**src/rtl/fcc_pkg.sv**
```systemverilog
package fcc_pkg;

  typedef enum logic [1:0] {
    CC_EQ = 2'd0,
    CC_LT = 2'd1,
    CC_GT = 2'd2,
    CC_UO = 2'd3
  } cc_e;

  // Lowest bit of condition code idx: code 0 sits alone at lo_base,
  // the remaining codes are packed upward from hi_base.
  function automatic int unsigned cc_lsb(input int unsigned idx,
                                         input int unsigned lo_base,
                                         input int unsigned hi_base);
    cc_lsb = (idx == 0) ? lo_base : hi_base + 2 * (idx - 1);
  endfunction

endpackage

```
**src/rtl/fcc_rst_sync.sv**
```systemverilog
module fcc_rst_sync (
  input  logic clk,
  input  logic rst_n,
  output logic rst_n_sync
);
  logic [1:0] sync_q;

  always_ff @(posedge clk or negedge rst_n) begin
    if (!rst_n) sync_q <= 2'b00;
    else        sync_q <= {sync_q[0], 1'b1};
  end

  assign rst_n_sync = sync_q[1];
endmodule

```
**src/rtl/fcc_encode.sv**
```systemverilog
module fcc_encode
  import fcc_pkg::*;
(
  input  logic cmp_lt,
  input  logic cmp_eq,
  input  logic cmp_gt,
  input  logic cmp_uo,
  input  logic cmp_sig,
  input  logic snan_a,
  input  logic snan_b,
  output cc_e  code,
  output logic invalid
);
  logic unused_eq;
  assign unused_eq = cmp_eq;

  always_comb begin
    if (cmp_uo)      code = CC_UO;
    else if (cmp_lt) code = CC_LT;
    else if (cmp_gt) code = CC_GT;
    else             code = CC_EQ;
  end

  assign invalid = cmp_uo & (cmp_sig | snan_a | snan_b);
endmodule

```
**src/rtl/fcc_store.sv**
```systemverilog
module fcc_store
  import fcc_pkg::*;
#(
  parameter int unsigned STAT_W  = 64,
  parameter int unsigned NUM_CC  = 4,
  parameter int unsigned LO_BASE = 10,
  parameter int unsigned HI_BASE = 32,
  parameter int unsigned SEL_W   = $clog2(NUM_CC)
) (
  input  logic              clk,
  input  logic              rst_n,
  input  logic              wr_en,
  input  logic [SEL_W-1:0]  wr_sel,
  input  logic [1:0]        wr_code,
  input  logic [SEL_W-1:0]  rd_sel,
  output logic [1:0]        rd_code,
  output logic [STAT_W-1:0] status_o
);
  function automatic logic [STAT_W-1:0] field_mask();
    logic [STAT_W-1:0] m;
    m = '0;
    for (int k = 0; k < NUM_CC; k++) begin
      m[cc_lsb(k, LO_BASE, HI_BASE) +: 2] = 2'b11;
    end
    return m;
  endfunction

  localparam logic [STAT_W-1:0] FIELD_MASK = field_mask();

  logic [STAT_W-1:0] status_q, status_d;

  // next state
  always_comb begin
    status_d = status_q;
    for (int i = 0; i < NUM_CC; i++) begin
      if (wr_en && (wr_sel == SEL_W'(i)))
        status_d[cc_lsb(i, LO_BASE, HI_BASE) +: 2] = wr_code;
    end
  end

  // register, clock enable written out
  always_ff @(posedge clk or negedge rst_n) begin
    if (!rst_n)     status_q <= '0;
    else if (wr_en) status_q <= status_d;
  end

  // read port for the predicate
  always_comb begin
    rd_code = 2'b00;
    for (int i = 0; i < NUM_CC; i++) begin
      if (rd_sel == SEL_W'(i))
        rd_code = status_q[cc_lsb(i, LO_BASE, HI_BASE) +: 2];
    end
  end

  assign status_o = status_q;


  spare_bits_zero_chk: assert property (@(posedge clk) disable iff (!rst_n)
    (status_q & ~FIELD_MASK) == '0);

  for (genvar g = 0; g < NUM_CC; g++) begin : g_fld
    localparam int unsigned LSB = cc_lsb(g, LO_BASE, HI_BASE);

    field_write_chk: assert property (@(posedge clk) disable iff (!rst_n)
      (wr_en && wr_sel == SEL_W'(g)) |=> status_q[LSB +: 2] == $past(wr_code));

    field_hold_chk: assert property (@(posedge clk) disable iff (!rst_n)
      !(wr_en && wr_sel == SEL_W'(g)) |=> $stable(status_q[LSB +: 2]));
  end
endmodule

```
**src/rtl/fcc_eval.sv**
```systemverilog
module fcc_eval
  import fcc_pkg::*;
(
  input  logic [1:0] code,
  input  logic [3:0] cond,
  output logic       pred
);
  logic hit;

  always_comb begin
    unique case (cond[2:0])
      3'd0: hit = 1'b0;
      3'd1: hit = (code != CC_EQ);
      3'd2: hit = (code == CC_LT) || (code == CC_GT);
      3'd3: hit = code[0];
      3'd4: hit = (code == CC_LT);
      3'd5: hit = code[1];
      3'd6: hit = (code == CC_GT);
      default: hit = (code == CC_UO);
    endcase
  end

  assign pred = hit ^ cond[3];
endmodule

```
**src/rtl/fcc_unit.sv**
```systemverilog
module fcc_unit
  import fcc_pkg::*;
#(
  parameter int unsigned STAT_W  = 64,
  parameter int unsigned NUM_CC  = 4,
  parameter int unsigned LO_BASE = 10,
  parameter int unsigned HI_BASE = 32,
  parameter int unsigned SEL_W   = $clog2(NUM_CC)
) (
  input  logic              clk,
  input  logic              rst_n,
  input  logic              cmp_vld,
  input  logic              cmp_lt,
  input  logic              cmp_eq,
  input  logic              cmp_gt,
  input  logic              cmp_uo,
  input  logic              cmp_sig,
  input  logic              snan_a,
  input  logic              snan_b,
  input  logic              inv_trap_en,
  input  logic [SEL_W-1:0]  cc_sel,
  input  logic [3:0]        cond,
  output logic              pred,
  output logic              inv_flag,
  output logic [STAT_W-1:0] status
);
  logic       rst_n_s;
  cc_e        enc_code;
  logic       enc_inv;
  logic       wr_en;
  logic [1:0] sel_code;

  fcc_rst_sync u_rst (
    .clk        (clk),
    .rst_n      (rst_n),
    .rst_n_sync (rst_n_s)
  );

  fcc_encode u_enc (
    .cmp_lt  (cmp_lt),
    .cmp_eq  (cmp_eq),
    .cmp_gt  (cmp_gt),
    .cmp_uo  (cmp_uo),
    .cmp_sig (cmp_sig),
    .snan_a  (snan_a),
    .snan_b  (snan_b),
    .code    (enc_code),
    .invalid (enc_inv)
  );

  assign inv_flag = cmp_vld & enc_inv;
  assign wr_en    = cmp_vld & ~(enc_inv & inv_trap_en);

  fcc_store #(
    .STAT_W  (STAT_W),
    .NUM_CC  (NUM_CC),
    .LO_BASE (LO_BASE),
    .HI_BASE (HI_BASE),
    .SEL_W   (SEL_W)
  ) u_store (
    .clk      (clk),
    .rst_n    (rst_n_s),
    .wr_en    (wr_en),
    .wr_sel   (cc_sel),
    .wr_code  (enc_code),
    .rd_sel   (cc_sel),
    .rd_code  (sel_code),
    .status_o (status)
  );

  fcc_eval u_eval (
    .code (sel_code),
    .cond (cond),
    .pred (pred)
  );


  trap_block_chk: assert property (@(posedge clk) disable iff (!rst_n_s)
    (inv_flag && inv_trap_en) |=> $stable(status));

  invalid_cause_chk: assert property (@(posedge clk) disable iff (!rst_n_s)
    inv_flag |-> (cmp_uo && (cmp_sig || snan_a || snan_b)));

  idle_hold_chk: assert property (@(posedge clk) disable iff (!rst_n_s)
    !cmp_vld |=> $stable(status));

  never_test_chk: assert property (@(posedge clk) disable iff (!rst_n_s)
    (cond[2:0] == 3'd0) |-> (pred == cond[3]));

  pred_steady_chk: assert property (@(posedge clk) disable iff (!rst_n_s)
    ($stable(cond) && $stable(cc_sel) && $stable(status)) |-> $stable(pred));
endmodule

```
**config.mk**
```make
export PLATFORM = sky130hd
export DESIGN_NAME = fcc_unit
export DESIGN_NICKNAME = d
export VERILOG_FILES = /design/src/rtl/fcc_pkg.sv /design/src/rtl/fcc_rst_sync.sv /design/src/rtl/fcc_encode.sv /design/src/rtl/fcc_store.sv /design/src/rtl/fcc_eval.sv /design/src/rtl/fcc_unit.sv
export SDC_FILE = /design/constraint.sdc
export NUM_CORES = 1
export LEC_CHECK = 0
export ABC_AREA = 1
export BUFFER_PORTS_ARGS = -buffer_cell sky130_fd_sc_hd__buf_2
export CAP_MARGIN = 20
export CORE_UTILIZATION = 35
export CTS_BUF_LIST = sky130_fd_sc_hd__clkbuf_2 sky130_fd_sc_hd__clkbuf_4 sky130_fd_sc_hd__clkbuf_8
export DETAILED_ROUTE_END_ITERATION = 10
export GPL_TIMING_DRIVEN = 0
export PLACE_DENSITY = 0.78
export SLEW_MARGIN = 20
export SYNTH_ARGS = -nofsm -noshare
export SYNTH_HDL_FRONTEND = slang
export SYNTH_SLANG_ARGS = --single-unit
export TNS_END_PERCENT = 20
```
**constraint.sdc**
```tcl
create_clock -name clk -period 1 [get_ports clk]
set_input_delay 0.05 -clock clk [delete_from_list [all_inputs] [get_ports clk]]
set_output_delay 0.05 -clock clk [all_outputs]
set_load 0.01 [all_outputs]
```
# Word-level counts from Yosys, hierarchy flattened
# Index checks and enable logic that the tools add are counted.
# classes
n_eq_ne	12
n_mux	8
n_bitwise	8
n_reduce_logical	12
# ops
cell	count
two-way mux 2 bit	7
== test 3 bit (second input constant)	3
== test 2 bit (second input constant)	4
AND reduction 2 bit	4
case mux 1 bit (7 select lines)	1
== test 3 x 2 -> 1 bit (second input constant)	2
AND 1 bit	4
== test 2 x 1 -> 1 bit (second input constant)	2
logical AND 1 bit	4
== test 3 x 1 -> 1 bit (second input constant)	1
logical NOT 3 bit	1
logical NOT 2 bit	1
OR 1 bit	2
nonzero test 2 bit	1
logical OR 1 bit	1
NOT 1 bit	1
XOR 1 bit	1
# totals
register_bits	10
input_bits	17
out_inout_bits	66
wordCells	45

# Longest topological paths before layout
# depth
depth_word	9
mapped_depth	10
ltp_nobuf	10

# By module
# From an unflattened synthesis, not the netlist that was laid out.
# unflattened
cells_unflattened	144
area_unflattened_um2	1067.3
# by_module_without_submodules
module	instances	cells_per_inst	area_per_inst_um2	seq_area_each_um2
fcc_store	1	101	794.5	200.2
fcc_eval	1	29	167.7	0.0
fcc_rst_sync	1	3	53.8	50.0
fcc_encode	1	7	31.3	0.0
fcc_unit	1	4	20.0	0.0

# Worst setup path before layout
# Ideal clock, no wire load.
# synth_path
kind	register to output
startpoint	reg u_store.status_q[36], in the netlist u_store.status_o[36]
endpoint	out pred
arrival_time_ps	1071
required_ps	950
slack_ps	-121
path_stages_with_launch	9
path_buffers	0
cell_sequence	dfrtp_1 -> or2_1 -> nand2_1 -> nand2_1 -> nand2_1 -> nand3_2 -> nand2_1 -> nand2_1 -> nand2_1
# synth_via
elab_chain_len	5
elab_cells_between_ends	8
cone_classes	eq/ne: 3; mux: 2; bitwise: 1; reduce/logical: 2
# synth_rtl
item	line	text
from (decl)	fcc_store.sv:30	logic [STAT_W-1:0] status_q, status_d;
from (signal assigned)	fcc_store.sv:44	else if (wr_en) status_q <= status_d;
two-way mux 2 bit *	fcc_store.sv:51	if (rd_sel == SEL_W'(i))
== test 2 x 1 -> 1 bit or == test 2 bit (tied branches)	fcc_eval.sv:14, fcc_eval.sv:16, fcc_eval.sv:18	
logical OR 1 bit	fcc_eval.sv:14	3'd2: hit = (code == CC_LT) || (code == CC_GT);
case mux 1 bit (7 select lines) *	fcc_eval.sv:11	unique case (cond[2:0])
XOR 1 bit *	fcc_eval.sv:23	assign pred = hit ^ cond[3];
to (decl)	fcc_unit.sv:23	output logic pred,
# Every way passes the cells marked *; elsewhere a longest branch is shown, timed or not.

# Worst setup path in the final report
# layout_path
startpoint	reg u_store.status_q[35], in the netlist u_store.status_o[35]
endpoint	out pred
# layout_via
elab_chain_len	6
elab_cells_between_ends	9
cone_classes	eq/ne: 3; mux: 3; bitwise: 1; reduce/logical: 2
# layout_rtl
item	line
two-way mux 2 bit * (2 in a row)	fcc_store.sv:51
== test 2 x 1 -> 1 bit or == test 2 bit (tied branches)	fcc_eval.sv:14, fcc_eval.sv:16, fcc_eval.sv:18
logical OR 1 bit	fcc_eval.sv:14
case mux 1 bit (7 select lines) *	fcc_eval.sv:11
XOR 1 bit *	fcc_eval.sv:23
# Marks and branches as above.

==> flow_metrics.env <==
export IMPL_synth_top_cell_by_area="buf_4"
export IMPL_p_sw_share_pct=33.2
export IMPL_num_fill_cells=264
export IMPL_htree_levels=1
export IMPL_antenna_found_initial=0
export IMPL_die_area_um2=2970
export IMPL_yosys_warnings=0
export IMPL_placement_rows=18
export IMPL_routed_via_density=3.61
export IMPL_pwr_share_clk_pct=22.5
export IMPL_async_flop_share_pct=100
export IMPL_grt_max_degree=9
export IMPL_endpoint_kind="primary output"
export IMPL_synth_ff_type="dfrtp_1"
export IMPL_grt_pass1_wl_um=2590
export IMPL_grt_pass1_vias=640
export IMPL_hold_class="input pin to async pin"
export IMPL_dr_pass1_iters=4
export IMPL_r2r_start="u_store.status_o[32]$_DFFE_PN0P_"
export IMPL_antenna_left=0
export IMPL_area_growth_pct=48.7
export IMPL_cts_buffer_depth=2
export IMPL_io_buffers=25
export IMPL_io_pins=83
export IMPL_cts_clk_slew_worst_paths_ps=60
export IMPL_crit_fanout=2
export IMPL_fin_tns_setup_ps=-480
export IMPL_placed_area_um2=1340
export IMPL_cellPowerDensity_nw_per_um2=1100
export IMPL_die_h_um=54.5
export IMPL_die_w_um=54.5
export IMPL_setup_viol=1
export IMPL_reg2regPathDepth=3
export IMPL_cts_buffers=3
export IMPL_reg2reg_to="u_store.status_o[32]$_DFFE_PN0P_"
export IMPL_synth_most_common_cell="buf_4"
export IMPL_gp_congestion=0.738
export IMPL_ys_top_cells_by_area="buf_4, dfrtp_1, nand2_1"
export IMPL_worstPathRequired_ps=950
export IMPL_pre_cts_ws_ps=-215
export IMPL_core_um2=2540
export IMPL_n_antenna_cell=0
export IMPL_synth_distinct_cells=15
export IMPL_cts_num_sinks=10
export IMPL_synth_common_cells="buf_4, nand2_1, dfrtp_1, o21ai_0, nand3_1"
export IMPL_gr_total_overflow=0
export IMPL_dr_first_iter_drc_count=7
export IMPL_rsz0062_at_grt="true"
export IMPL_fin_ws_ps=-480
export IMPL_p_total_w=0.00157
export IMPL_ff_latch_area_um2=250
export IMPL_ys_seq_area_share_pct=25.9
export IMPL_min_period_ps=1480
export IMPL_finalHoldViolations=0
export IMPL_multi_input_area_um2=482
export IMPL_combPwrFrac_pct=44.0
export IMPL_ir_drop_v=0.000840
export IMPL_drt_total_wl_um=1790
export IMPL_clock_skew_ps=0.975
export IMPL_maxSlewViolCount=0
export IMPL_synth_edf_count=0
export IMPL_vias=898
export IMPL_stdcell_area_um2=1440
export IMPL_violations="negative setup slack"
export IMPL_finalCritPeriodShare_pct=148
export IMPL_drv_cap=0
export IMPL_ys_ff_latch=10
export IMPL_initial_core_util_pct=38.0
export IMPL_fmax_mhz=676
export IMPL_synth_cell_area_um2=966
export IMPL_rrSetupSlack_ps=190
export IMPL_grt_usage_pct=12.1
export IMPL_worstPathArrival_ps=1430
export IMPL_final_cells=249
export IMPL_hpwl_um=1540
export IMPL_internal_power_w=0.00105
export IMPL_dp_cells=240
export IMPL_cp_start_kind="register"
export IMPL_switchingPower_w=0.000522
export IMPL_p_leak_nw=0.914
export IMPL_clockRootBuffer="clkbuf_4"
export IMPL_avgSynthCellArea_um2=7.43
export IMPL_status="complete, but fails checks"
export IMPL_clk_latency_ps=260
export IMPL_crit_type="register to primary output"
export IMPL_cts_tree="done"
export IMPL_synth_cells=130
export IMPL_wl_per_cell_um=7.19
export IMPL_drive_gt1_share_pct=41.6
export IMPL_p_seq_share_pct=33.5
export IMPL_final_nets=237
export IMPL_yosysTopAreaCellShare_pct=43.5
export IMPL_drcViolationCount=0
==> critical path: stages, from the launching register on <==
cell and delay (ps):
dfrtp_1 400, o21ai_1 140, nand3_1 110, nand2_1 90, nor2_1 40, nand2_1 60
nand3_2 70, nand2_1 60, nand2_1 50, nand2_2 50, buf_6 90
==> sequential cells by signal (all words and copies together) (netlist names) <==
| register | flops |
|---|---|
| u_store.status_o | 8 |
| u_rst.sync_q | 2 |
==> timing repair <==
| action | 4_1_cts | 5_1_grt |
|---|---|---|
| hold buffers | 1 | 0 |
| endpoints found under the setup margin | 1 | 4 |
| gates cloned | 0 | 0 |
| setup buffers | 4 | 0 |
| endpoints found under the hold margin | 2 | 0 |
| resized for setup | 1 | 3 |
| pin swaps | 4 | 0 |
==> per-stage QoR <==
stage	hold WS [ps]	util [%]
finish	102	56.4
global route	101	56.4
CTS	85.6	55.8
detailed placement	-162	52.6
global placement	-163	52.6
floorplan	-246	-
==> cells by family (layout without fill, tap and decap cells) <==
logic type / Yosys count / in the layout / synth area share [%]
xor gates and xnor gates: 1 / 1 / 0.907
AOI/OAI and AO/OA: 12 / 12 / 6.61
DFF: 10 / 10 / 25.9
and+or+nand+nor: 43 / 43 / 19.9
other: 2 / 57 / 0.777
buffers and inverters: 62 / 96 / 45.9
==> how the worst max path moves through the flow <==
| stage | startpoint | to | slack (ps) |
|---|---|---|---|
| after global routing | u_store.status_o[32]$_DFFE_PN0P_ | pred | -610 |
| after detailed placement | u_store.status_o[35]$_DFFE_PN0P_ | pred | -210 |
| after floorplan | u_store.status_o[36]$_DFFE_PN0P_ | pred | -80 |
| final | u_store.status_o[35]$_DFFE_PN0P_ | pred | -480 |
| after CTS | u_store.status_o[35]$_DFFE_PN0P_ | pred | -480 |
| after global placement | u_store.status_o[32]$_DFFE_PN0P_ | pred | -200 |
==> area by class of cell <==
type / count / area share, %
Multi-Input combinational cell: 113 / 33.5
Buffer: 56 / 29.3
Sequential cell: 10 / 17.4
Timing Repair Buffer: 30 / 13.1
Tap cell: 30 / 2.61
Clock buffer: 4 / 2.53
Inverter: 6 / 1.57
==> layout by cell type (no fill, tap or decap) <==
cell / netlist / layout
nand2_1: 22 / 21
conb_1: 2 / 57
inv_1: 6 / 6
or2_1: 2 / 2
o21ai_1: 0 / 2
nor2_1: 6 / 6
buf_6: 0 / 4
nand4_1: 3 / 3
buf_4: 56 / 59
xor2_1: 1 / 1
clkbuf_8: 0 / 1
clkbuf_4: 0 / 3
buf_2: 0 / 22
and2_1: 1 / 1
dlygate4sd3_1: 0 / 1
a21oi_1: 1 / 1
o21ai_0: 10 / 8
o31a_1: 1 / 1
dfrtp_1: 10 / 10
nand3_1: 8 / 8
nand3_2: 1 / 1
nand2_2: 0 / 1
==> power by group through the flow <==
| stage | Sequential, W | Combinational [W] | Clock, W |
|---|---|---|---|
| after CTS | 0.000523 | 0.000655 | 0.000370 |
| after floorplan | 0.000561 | 0.000406 | 0 |
| after global placement | 0.000537 | 0.000579 | 0 |
| final | 0.000527 | 0.000692 | 0.000354 |
| after detailed placement | 0.000540 | 0.000584 | 0 |
| after global routing | 0.000539 | 0.000776 | 0.000374 |
==> layer usage <==
metal	share of wire [%]	vias up	global-route usage, %
met5	0	-	0
met4	0.78	0	5.13
met3	7.5	2	0.833
met2	56	40	23.8
met1	36	379	13.0
li1	-	477	-
(Power assumes the default switching activity.)
